<file path="src/rtl/serport_pkg.sv">
package serport_pkg;

  // Register index = byte address / 4
  typedef enum logic [2:0] {
    REG_FRAME = 3'd0,
    REG_MODE  = 3'd1,
    REG_DATA  = 3'd2,
    REG_STAT  = 3'd3,
    REG_PRESC = 3'd4,
    REG_INTID = 3'd5
  } reg_idx_e;

  // Mode word, packed MSB first so rx_ie lands on bit 0
  typedef struct packed {
    logic slave_od;
    logic slave;
    logic enable;
    logic loopback;
    logic ovr_ie;
    logic tx_ie;
    logic rx_ie;
  } mode_t;

  typedef struct packed {
    logic busy;
    logic rx_full;
    logic rx_nempty;
    logic tx_nfull;
    logic tx_empty;
  } stat_t;

  typedef struct packed {
    logic ovr;
    logic tx;
    logic rx;
  } intid_t;

endpackage

</file>
<file path="src/rtl/serport_fifo.sv">
module serport_fifo #(
  parameter int W     = 16,
  parameter int DEPTH = 8,
  parameter int CNT_W = $clog2(DEPTH + 1)
) (
  input  logic             clk,
  input  logic             rst_n,
  input  logic             flush,
  input  logic             push,
  input  logic             pop,
  input  logic [W-1:0]     wdata,
  output logic [W-1:0]     rdata,
  output logic [CNT_W-1:0] count,
  output logic             empty,
  output logic             full
);
  localparam int PTR_W = (DEPTH > 1) ? $clog2(DEPTH) : 1;

  logic [W-1:0]     mem [DEPTH];
  logic [PTR_W-1:0] wr_ptr, rd_ptr;
  logic             do_push, do_pop;

  function automatic logic [PTR_W-1:0] bump(input logic [PTR_W-1:0] p);
    return (p == PTR_W'(DEPTH - 1)) ? '0 : p + 1'b1;
  endfunction

  assign empty   = (count == '0);
  assign full    = (count == CNT_W'(DEPTH));
  assign do_push = push && !full && !flush;
  assign do_pop  = pop && !empty && !flush;
  assign rdata   = mem[rd_ptr];

  always_ff @(posedge clk) begin
    if (!rst_n || flush) begin
      wr_ptr <= '0;
      rd_ptr <= '0;
      count  <= '0;
    end else begin
      if (do_push) wr_ptr <= bump(wr_ptr);
      if (do_pop)  rd_ptr <= bump(rd_ptr);
      if (do_push && !do_pop)      count <= count + 1'b1;
      else if (do_pop && !do_push) count <= count - 1'b1;
    end
  end

  always_ff @(posedge clk) begin
    if (do_push) mem[wr_ptr] <= wdata;
  end
endmodule

</file>
<file path="src/rtl/serport_irq.sv">
module serport_irq #(
  parameter int DEPTH = 8,
  parameter int CNT_W = $clog2(DEPTH + 1)
) (
  input  logic             clk,
  input  logic             rst_n,
  input  logic             flush,
  input  logic             ovr_set,
  input  logic             ovr_clr,
  input  logic [CNT_W-1:0] tx_cnt,
  input  logic [CNT_W-1:0] rx_cnt,
  input  logic             rx_ie,
  input  logic             tx_ie,
  input  logic             ovr_ie,
  output logic             irq_rx,
  output logic             irq_tx,
  output logic             irq_ovr,
  output logic             ovr_flag
);
  localparam int HALF = DEPTH / 2;

  // Sticky overrun: flush beats set, set beats clear
  always_ff @(posedge clk) begin
    if (!rst_n || flush)  ovr_flag <= 1'b0;
    else if (ovr_set)     ovr_flag <= 1'b1;
    else if (ovr_clr)     ovr_flag <= 1'b0;
  end

  assign irq_rx  = rx_ie && (rx_cnt >= CNT_W'(HALF));
  assign irq_tx  = tx_ie && (tx_cnt <= CNT_W'(HALF));
  assign irq_ovr = ovr_ie && ovr_flag;
endmodule

</file>
<file path="src/rtl/serport_regblk.sv">
module serport_regblk
  import serport_pkg::*;
#(
  parameter int DATA_W  = 16,
  parameter int DEPTH   = 8,
  parameter int ADDR_W  = 5,
  parameter int PRESC_W = 8
) (
  input  logic               clk,
  input  logic               rst_n,
  input  logic               bus_sel,
  input  logic               bus_we,
  input  logic [ADDR_W-1:0]  bus_addr,
  input  logic [DATA_W-1:0]  bus_wdata,
  output logic [DATA_W-1:0]  bus_rdata,
  output logic               eng_tx_valid,
  input  logic               eng_tx_ready,
  output logic [DATA_W-1:0]  eng_tx_data,
  input  logic               eng_rx_valid,
  output logic               eng_rx_ready,
  input  logic [DATA_W-1:0]  eng_rx_data,
  input  logic               eng_busy,
  output logic [DATA_W-1:0]  cfg_frame,
  output logic [PRESC_W-1:0] cfg_prescale,
  output logic               cfg_loopback,
  output logic               cfg_enable,
  output logic               cfg_slave,
  output logic               cfg_slave_od,
  output logic               irq_rx,
  output logic               irq_tx,
  output logic               irq_ovr,
  output logic               irq
);
  localparam int IDX_W  = ADDR_W - 2;
  localparam int CNT_W  = $clog2(DEPTH + 1);
  localparam int MODE_W = $bits(mode_t);

  logic [IDX_W-1:0]   idx;
  logic               wr_stb, rd_stb;
  logic [DATA_W-1:0]  frame_q;
  logic [PRESC_W-1:0] presc_q;
  mode_t              mode_q, mode_wr;
  logic               flush;

  logic               tx_push, tx_pop, tx_empty, tx_full;
  logic [CNT_W-1:0]   tx_cnt;
  logic               rx_push, rx_pop, rx_empty, rx_full, rx_take;
  logic [CNT_W-1:0]   rx_cnt;
  logic [DATA_W-1:0]  rx_head;
  logic               ovr_set, ovr_clr, ovr_flag;
  stat_t              stat;
  intid_t             intid;

  function automatic logic hit(input logic [IDX_W-1:0] i, input reg_idx_e r);
    return i == IDX_W'(r);
  endfunction

  assign idx     = bus_addr[ADDR_W-1:2];
  assign wr_stb  = bus_sel && bus_we;
  assign rd_stb  = bus_sel && !bus_we;
  assign mode_wr = mode_t'(bus_wdata[MODE_W-1:0]);

  // Disabling the port empties the queues at the edge of the write itself
  assign flush = !mode_q.enable || (wr_stb && hit(idx, REG_MODE) && !mode_wr.enable);

  always_ff @(posedge clk) begin
    if (!rst_n) begin
      frame_q <= '0;
      presc_q <= '0;
      mode_q  <= '0;
    end else if (wr_stb) begin
      if (hit(idx, REG_FRAME)) frame_q <= bus_wdata;
      if (hit(idx, REG_MODE))  mode_q  <= mode_wr;
      if (hit(idx, REG_PRESC)) presc_q <= bus_wdata[PRESC_W-1:0];
    end
  end

  // Transmit queue: bus pushes, engine pops
  assign tx_push = wr_stb && hit(idx, REG_DATA);
  assign tx_pop  = eng_tx_valid && eng_tx_ready;

  serport_fifo #(.W(DATA_W), .DEPTH(DEPTH), .CNT_W(CNT_W)) u_txq (
    .clk   (clk),
    .rst_n (rst_n),
    .flush (flush),
    .push  (tx_push),
    .pop   (tx_pop),
    .wdata (bus_wdata),
    .rdata (eng_tx_data),
    .count (tx_cnt),
    .empty (tx_empty),
    .full  (tx_full)
  );

  assign eng_tx_valid = mode_q.enable && !tx_empty;

  // Receive queue: engine pushes, bus pops
  assign eng_rx_ready = mode_q.enable;
  assign rx_take      = eng_rx_valid && eng_rx_ready;
  assign rx_push      = rx_take && !rx_full;
  assign ovr_set      = rx_take && rx_full;
  assign rx_pop       = rd_stb && hit(idx, REG_DATA);

  serport_fifo #(.W(DATA_W), .DEPTH(DEPTH), .CNT_W(CNT_W)) u_rxq (
    .clk   (clk),
    .rst_n (rst_n),
    .flush (flush),
    .push  (rx_push),
    .pop   (rx_pop),
    .wdata (eng_rx_data),
    .rdata (rx_head),
    .count (rx_cnt),
    .empty (rx_empty),
    .full  (rx_full)
  );

  assign ovr_clr = wr_stb && hit(idx, REG_INTID);

  serport_irq #(.DEPTH(DEPTH), .CNT_W(CNT_W)) u_irq (
    .clk      (clk),
    .rst_n    (rst_n),
    .flush    (flush),
    .ovr_set  (ovr_set),
    .ovr_clr  (ovr_clr),
    .tx_cnt   (tx_cnt),
    .rx_cnt   (rx_cnt),
    .rx_ie    (mode_q.rx_ie),
    .tx_ie    (mode_q.tx_ie),
    .ovr_ie   (mode_q.ovr_ie),
    .irq_rx   (irq_rx),
    .irq_tx   (irq_tx),
    .irq_ovr  (irq_ovr),
    .ovr_flag (ovr_flag)
  );

  assign irq = irq_rx || irq_tx || irq_ovr;

  always_comb begin
    stat.busy      = eng_busy || !tx_empty;
    stat.rx_full   = rx_full;
    stat.rx_nempty = !rx_empty;
    stat.tx_nfull  = !tx_full;
    stat.tx_empty  = tx_empty;
    intid.ovr      = irq_ovr;
    intid.tx       = irq_tx;
    intid.rx       = irq_rx;
  end

  always_comb begin
    bus_rdata = '0;
    if      (hit(idx, REG_FRAME)) bus_rdata = frame_q;
    else if (hit(idx, REG_MODE))  bus_rdata = DATA_W'(mode_q);
    else if (hit(idx, REG_DATA))  bus_rdata = rx_empty ? '0 : rx_head;
    else if (hit(idx, REG_STAT))  bus_rdata = DATA_W'(stat);
    else if (hit(idx, REG_PRESC)) bus_rdata = DATA_W'(presc_q);
    else if (hit(idx, REG_INTID)) bus_rdata = DATA_W'(intid);
  end

  assign cfg_frame    = frame_q;
  assign cfg_prescale = presc_q;
  assign cfg_loopback = mode_q.loopback;
  assign cfg_enable   = mode_q.enable;
  assign cfg_slave    = mode_q.slave;
  assign cfg_slave_od = mode_q.slave_od;
endmodule

</file>
<file path="config.mk">
export PLATFORM = sky130hd
export DESIGN_NAME = serport_regblk
export DESIGN_NICKNAME = d
export VERILOG_FILES = /design/src/rtl/serport_pkg.sv /design/src/rtl/serport_fifo.sv /design/src/rtl/serport_irq.sv /design/src/rtl/serport_regblk.sv
export SDC_FILE = /design/constraint.sdc
export NUM_CORES = 1
export LEC_CHECK = 0
export ABC_CLOCK_PERIOD_IN_PS = 2900
export BUFFER_PORTS_ARGS = -buffer_cell sky130_fd_sc_hd__buf_2
export CORE_ASPECT_RATIO = 1.75
export CORE_MARGIN = 3
export CORE_UTILIZATION = 26
export DETAILED_ROUTE_END_ITERATION = 8
export GPL_TIMING_DRIVEN = 0
export SETUP_SLACK_MARGIN = 0.1
export SYNTH_ARGS = -nofsm -noshare
export SYNTH_HDL_FRONTEND = slang
export SYNTH_HIERARCHICAL = 1
export SYNTH_SLANG_ARGS = --single-unit
</file>
<file path="constraint.sdc">
create_clock -name clk -period 2.9 [get_ports clk]
set_clock_uncertainty 0.05 [all_clocks]
set_input_delay 0.29 -clock clk [delete_from_list [all_inputs] [get_ports clk]]
set_output_delay 0.29 -clock clk [all_outputs]
set_load 0.01 [all_outputs]
</file>
==> results of run 1 <==
## sequential cells by signal, summed over array words and instances, names as in the netlist, named ones only
register / cells
cfg_loopback: 1
cfg_slave: 1
mode_q: 3
u_rxq/mem: 128
u_rxq/wr_ptr: 3
cfg_frame: 16
u_rxq/count: 4
u_txq/mem: 128
u_rxq/rd_ptr: 3
cfg_slave_od: 1
cfg_enable: 1
cfg_prescale: 8
u_txq/wr_ptr: 3
u_irq/ovr_flag: 1
u_txq/rd_ptr: 3
u_txq/count: 4
## how the worst max path moves through the flow
| stage | end |
|---|---|
| floorplan | u_txq/count[3] |
| global placement | u_txq/mem[5][8] |
| detailed placement | u_txq/count[3] |
| CTS | bus_rdata[3] |
| global route | bus_rdata[3] |
| finish | bus_rdata[3] |
## kinds of logic (layout without fill, tap and decap cells)
group,count (synthesis),count (layout)
simple gates,145,145
xor+xnor,4,4
flops,314,314
fa+ha+maj,16,16
mux,119,119
other cells,0,2
buf+inv,55,265
compound gates,103,103
## stage by stage
step	cell area (µm²)	hold slack, ns	total power, W
after global routing	16400	0.0184	0.00912
final	16400	0.0214	0.00881
after floorplan	13300	0.339	0.00506
after CTS	16300	0.000143	0.00893
after detailed placement	15000	0.444	0.00520
after global placement	14600	0.435	0.00519
## synthesized netlist by cell type (all sizes together) (3+ instances only)
cell	number	area share (%)
a211oi	3	0.17
mux2	38	3.2
buf	31	1.8
mux2i	17	1.3
mux4	64	12
nand2	7	0.20
nand3	35	1.3
nand2b	10	0.47
or2	4	0.19
o21ai	32	1.2
nor4	4	0.19
and3b	5	0.33
nor3	9	0.43
nor2	47	1.4
a22o	8	0.53
nor4b	3	0.29
a21oi	8	0.30
a21boi	31	1.8
o2bb2ai	3	0.20
ha	14	1.3
clkbuf	16	0.48
inv	8	0.23
dfxtp	58	8.8
nor2b	6	0.28
edfxtp	256	58
nor3b	6	0.51
## cell type report
type / instances / area [µm²]
clock buffers: 36 / 752
fillers: 4878 / 33600
repair buffers: 157 / 1190
diodes: 2 / 5.00
well taps: 660 / 826
clock inverters: 18 / 160
multi-input cells: 387 / 4210
plain buffers: 46 / 338
inverters: 8 / 30.0
flip-flops and latches: 314 / 8870
## metal layers
metal | vias up | part of all wire (%) | track usage [%]
met5 | - | 0 | 0
met4 | 0 | 2.5 | 3.60
met3 | 38 | 4.9 | 2.04
met2 | 182 | 55 | 23.3
met1 | 3774 | 37 | 13.9
li1 | 3422 | - | -
## where the power goes
group,switching [W],leakage [nW],internal [W]
Sequential,0.00000754,2.77,0.00486
Combinational,0.000157,2.34,0.0000940
Clock,0.00165,0.441,0.00204
Total,0.00181,5.55,0.00699
## worst max-delay path, delay by kind of cell, from the launching register on
family / cells / cell delay [ns]
multiplexers: 3 / 0.97
buffers and inverters: 3 / 0.46
flip-flops: 1 / 0.33
AND/OR/NAND/NOR: 1 / 0.13
AO/OA/AOI/OAI: 1 / 0.11
## what timing repair did
item                                   CTS  global route
resized for setup                       62            24
buffers inserted                         8             5
setup endpoints to repair               28            17
hold buffers                            23             0
endpoints found under the hold margin  178             0
pin swaps                                3             5
==> results.tsv, run 1 <==
stage	metric	value	unit
cts	TritonCTS clock tree	yes	
place	Final GP Congestion	0.801	
logic_synthesis	Synth Area in Adders	1.63	%
critical_path	CP peak stage delay	0.51	ns
grt	vias in the first global route	7831	
logic_synthesis	sequential fraction of the synthesis area	66.8	%
logic_synthesis	Synth Area in Simple Gates	6.16	%
layout	post-route insts no fill	1628	
layout	most frequent cells in the layout	edfxtp_1 (256), buf_2 (116), dfxtp_1 (48)	
logic_synthesis	synthesized flop and latch total	314	
sta	period utilization	101	%
cts	buffers from clock root to sink, at most	3	
logic_synthesis	Synth Area in Compound Gates	5.59	%
sta	f_max	0.341	GHz
detailed_routing	Antenna Nets Post-Route	0	
layout	nets@finish	1003	
detailed_routing	Routed WL	33500	µm
critical_path	Crit Path Class	reg -> out	
logic_synthesis	main combinational cell family by area after synthesis	multiplexers	
floorplan	die area	53800	µm²
critical_path	CP required	2.56	ns
critical_path	worst reg-to-reg path cell count	9	
sta	setup ws final	-0.0329	ns
grt	global route overflow	0	
job	Max-Cap Viols	0	
status	status	finished with violations	
logic_synthesis	mapped cell area	13200	µm²
critical_path	worst r2r src	u_rxq/count[0]	
critical_path	CP Capture Type	output pin	
sta	Least-Margin Pin Slew	0.983	ns
logic_synthesis	Avg Cell Area, Syn	17.5	µm²
logic_synthesis	Syn. warnings	6	
detailed_routing	routed len/inst	20.6	µm
place	Port Buf Inserts	107	
floorplan	Die Width	177	µm
hold_path	Hold Crit Class	in -> reg	
floorplan	initial cell density of the core	26.5	%
sta	Hold Fails Final Rpt	0	
logic_synthesis	mux cell area share after synthesis	17.0	%
hold_path	Worst Hold Depth	1	
sta	Slew headroom	34.2	%
sta	RSZ-0062 raised after global routing	true	
grt	GRT Overall Usage	12.2	%
sta	# setup viols final	3	
floorplan	Top Ports	110	
grt	largest net degree at the start of global routing	17	
hold_path	Worst Hold End	u_txq/mem[0][15]	
sta	Fin Setup TNS	-0.0747	ns
layout	share of cells above drive strength 1	34.0	%
detailed_routing	Via Count	7416	
logic_synthesis	Synth Area in XOR/XNOR	0.265	%
critical_path	reg2reg setup slack	0.13	ns
status	failing checks	negative setup slack	
layout	final core occ	32.8	%
cts	worst-skew pair later-pin latency	0.57	ns
critical_path	Startpoint Class	flip-flop	
critical_path	Crit path arrival time	2.59	ns
critical_path	worst-path fanout max	6	
cts	Inserted Clock Buffers	29	
logic_synthesis	Post-synth ARST share	0	%
grt	first-pass GRT wire length	49800	µm
logic_synthesis	Top FF cell, synth	edfxtp_1	
detailed_routing	DRC	0	
place	placed insts	1537	
critical_path	Slowest-stage cell, CP	mux4_2	
logic_synthesis	syn nets	816	
place	Detailed Place HPWL	24600	µm
floorplan	FP Rows	108	
power_and_ir_drop	VDD IR max	0.410	mV
logic_synthesis	number of enable flip-flop cells after synthesis	256	
detailed_routing	drt via density	4.56	
cts	Reg clk slew, reported paths	0.07	ns
place	Place WS	-0.708	ns
detailed_routing	DR iter-0 viols	569	
floorplan	Die Y	305	µm
critical_path	worst reg2reg endpoint	u_rxq/count[3]	
sta	Final Max Slew Viols	0	
layout	area grow syn2layout	23.8	%
floorplan	core box area	50000	µm²
hold_path	hold_sp	bus_wdata[15]	
logic_synthesis	Yosys cell types	62	
detailed_routing	Pre-antenna DRT Iters	5	
layout	commonest non-fill, non-tap cell in the layout	edfxtp_1	
critical_path	crit path cell chain	buf_6, buf_12, mux4_2, mux2_4, nor3b_1, mux2i_1, o32ai_1, buf_2	
cts	H-Tree Depth	1	
cts	Clock Tree Root	clkbuf_16	
grt	initial antenna violation count	2	
cts	clk sinks	314	
logic_synthesis	Mapped Cells	756	
power_and_ir_drop	pwr dens	537	nW/µm²
power_and_ir_drop	Pleak	5.55	nW
sta	fin crit period	2.93	ns
Power figures use the tool's default switching activity.
==> run 2: changes to the inputs <==
--- a/config.mk
+++ b/config.mk
@@ -9,7 +9,7 @@
 export BUFFER_PORTS_ARGS = -buffer_cell sky130_fd_sc_hd__buf_2
 export CORE_ASPECT_RATIO = 1.75
-export CORE_MARGIN = 3
 export CORE_UTILIZATION = 26
 export DETAILED_ROUTE_END_ITERATION = 8
+export GPL_ROUTABILITY_DRIVEN = 0
 export GPL_TIMING_DRIVEN = 0
 export SETUP_SLACK_MARGIN = 0.1
==> constraint.sdc (replaced) <==
create_clock -name clk -period 2.9 [get_ports clk]
set_clock_uncertainty 0.05 [all_clocks]
set_input_delay 0.145 -clock clk [delete_from_list [all_inputs] [get_ports clk]]
set_output_delay 0.145 -clock clk [all_outputs]
set_load 0.01 [all_outputs]
==> run 2 against run 1 <==
Net effect: the run now ends clean; critical endpoint is now bus_rdata[1]; critical path type unchanged; utilization rose by 0.18 points; combinational power up 6%; highest routed layer unchanged; sequential power is essentially flat.
==> results.tsv, run 2 (synthesis results as in run 1) <==
stage	metric	value	unit	change
status	status	finished, final reports clean		
detailed_routing	DRC	0		unchanged
grt	global route overflow	0		unchanged
layout	Layout fillers	4804		-1.5%
detailed_routing	Antenna Nets Post-Route	0		unchanged
cts	Reg clk slew, reported paths	0.06	ns	about the same
critical_path	worst-path fanout max	6		unchanged
layout	share of cells above drive strength 1	33.8	%	-0.15 points
cts	clk sinks	314		unchanged
floorplan	core box area	50300	µm²	+0.65%
sta	fin crit period	2.75	ns	-0.186 ns
job	Max-Cap Viols	0		unchanged
layout	commonest non-fill, non-tap cell in the layout	edfxtp_1		
grt	initial antenna violation count	4		+2
critical_path	Startpoint Class	flip-flop		
cts	worst-skew pair later-pin latency	0.56	ns	about the same
power_and_ir_drop	Reg power frac	54.0	%	-1.3 points
hold_path	Hold Crit Class	in -> reg		
power_and_ir_drop	Internal Pwr Total	0.00719	W	+2.8%
power_and_ir_drop	Combinational Power Share	3.0	%	about the same
cts	H-Tree Depth	1		unchanged
sta	Final Max Slew Viols	0		unchanged
power_and_ir_drop	VDD IR max	0.393	mV	-4.3%
cts	buffers from clock root to sink, at most	3		unchanged
detailed_routing	drt via density	4.54		-0.40%
detailed_routing	Routed WL	33500	µm	about the same
power_and_ir_drop	pwr dens	543	nW/µm²	+1.1%
place	Detailed Place HPWL	24600	µm	about the same
grt	first-pass GRT wire length	49000	µm	-1.5%
layout	most frequent cells in the layout	edfxtp_1 (256), buf_2 (112), dfxtp_1 (48)		
cts	TritonCTS clock tree	yes		
place	Port Buf Inserts	107		unchanged
power_and_ir_drop	switching power	0.00182	W	+0.38%
power_and_ir_drop	switch share	20.2	%	-0.39 points
floorplan	initial cell density of the core	26.3	%	-0.17 points
critical_path	Crit Path Class	reg -> out		
grt	GRT Overall Usage	12.7	%	+0.41 points
critical_path	CP required	2.71	ns	+0.15 ns
sta	# setup viols final	0		-3
critical_path	CP Capture Type	output pin		
critical_path	Crit path arrival time	2.55	ns	-0.04 ns
place	placed insts	1543		+0.39%
detailed_routing	Via Count	7500		+1.1%
cts	Inserted Clock Buffers	29		unchanged
cts	Clock Tree Root	clkbuf_16		
sta	period utilization	94.7	%	-6.4 points
layout	final core occ	33.0	%	+0.18 points
floorplan	Top Ports	110		unchanged
floorplan	Die Width	173	µm	-2.3%
detailed_routing	routed len/inst	20.3	µm	-1.4%
floorplan	Die Y	301	µm	-1.3%
floorplan	FP Rows	109		+0.93%
detailed_routing	DR iter-0 viols	456		-20%
sta	Hold Fails Final Rpt	0		unchanged
power_and_ir_drop	Clk network pwr share	43.0	%	+1.1 points
layout	nets@finish	1022		+1.9%
sta	f_max	0.364	GHz	+6.8%
sta	Slew headroom	37.8	%	+3.6 points
sta	RSZ-0062 raised after global routing	true		
sta	Least-Margin Pin Slew	0.929	ns	-0.0542 ns
grt	vias in the first global route	7766		-0.83%
floorplan	die area	51900	µm²	-3.5%
layout	area grow syn2layout	25.3	%	
grt	largest net degree at the start of global routing	17		unchanged
power_and_ir_drop	Pleak	5.65	nW	+1.8%
layout	post-route insts no fill	1653		+1.5%
detailed_routing	Pre-antenna DRT Iters	5		unchanged
==> run 2: worst max-delay path: stages (launching register included) <==
cell	delay [ns]
dfxtp_2	0.32
buf_6	0.13
buf_12	0.14
mux4_2	0.48
mux2_4	0.30
a221oi_2	0.31
o2bb2ai_2	0.13
buf_2	0.17
==> run 2: per-stage QoR <==
| stage | total power, W | setup TNS [ns] | area, µm² | setup slack [ns] | hold slack (ns) |
|---|---|---|---|---|---|
| global placement | 0.00519 | -196.71 | 14600 | -0.902 | 0.353 |
| detailed placement | 0.00520 | -16.12 | 14900 | -0.655 | 0.370 |
| finish | 0.00901 | 0 | 16600 | 0.153 | 0.0676 |
| global route | 0.00928 | 0 | 16600 | 0.0436 | 0.0769 |
| CTS | 0.00911 | 0 | 16400 | 0.0814 | 0.0396 |
| floorplan | 0.00506 | -0.0223 | 13300 | -0.0223 | 0.194 |
==> run 2: power by group through the flow <==
stage | combinational [W] | sequential [W] | clock [W]
floorplan | 0.0000880 | 0.00497 | 0
detailed placement | 0.000222 | 0.00497 | 0
CTS | 0.000268 | 0.00487 | 0.00397
global placement | 0.000214 | 0.00497 | 0
finish | 0.000267 | 0.00487 | 0.00387
global route | 0.000289 | 0.00487 | 0.00412
==> run 2: area by class of cell <==
class	count	area, µm²	share of cell area, %
Inverter	8	30.0	0.181
Timing Repair Buffer	175	1290	7.75
Multi-Input combinational cell	387	4240	25.6
Tap cell	666	833	5.02
Buffer	47	343	2.07
Clock inverter	17	181	1.09
Clock buffer	37	795	4.79
Antenna cell	2	5.00	0.0302
Sequential cell	314	8870	53.5
==> run 2: timing repair <==
item / in CTS / in global routing
resized for setup: 60 / 14
pin swaps: 5 / 8
endpoints found under the hold margin: 288 / 0
setup endpoints to repair: 20 / 10
hold buffers: 34 / 0
buffers inserted: 6 / 14
==> run 2: final timing paths <==
kind                    from              end  slack (ns)  depth (start not counted)
max                flip-flop     bus_rdata[1]        0.15                          7
max reg2reg   u_txq/count[3]   u_txq/count[3]        0.16                         12
min reg2reg  cfg_prescale[7]  cfg_prescale[7]        0.46                          2
min              bus_addr[3]  cfg_prescale[5]        0.07                          5
==> run 2: routing by layer <==
layer	global-route usage (%)	wire (µm)
met2	24.7	18600
met1	13.4	12500
met3	2.02	1380
met5	0	0
met4	4.74	1030
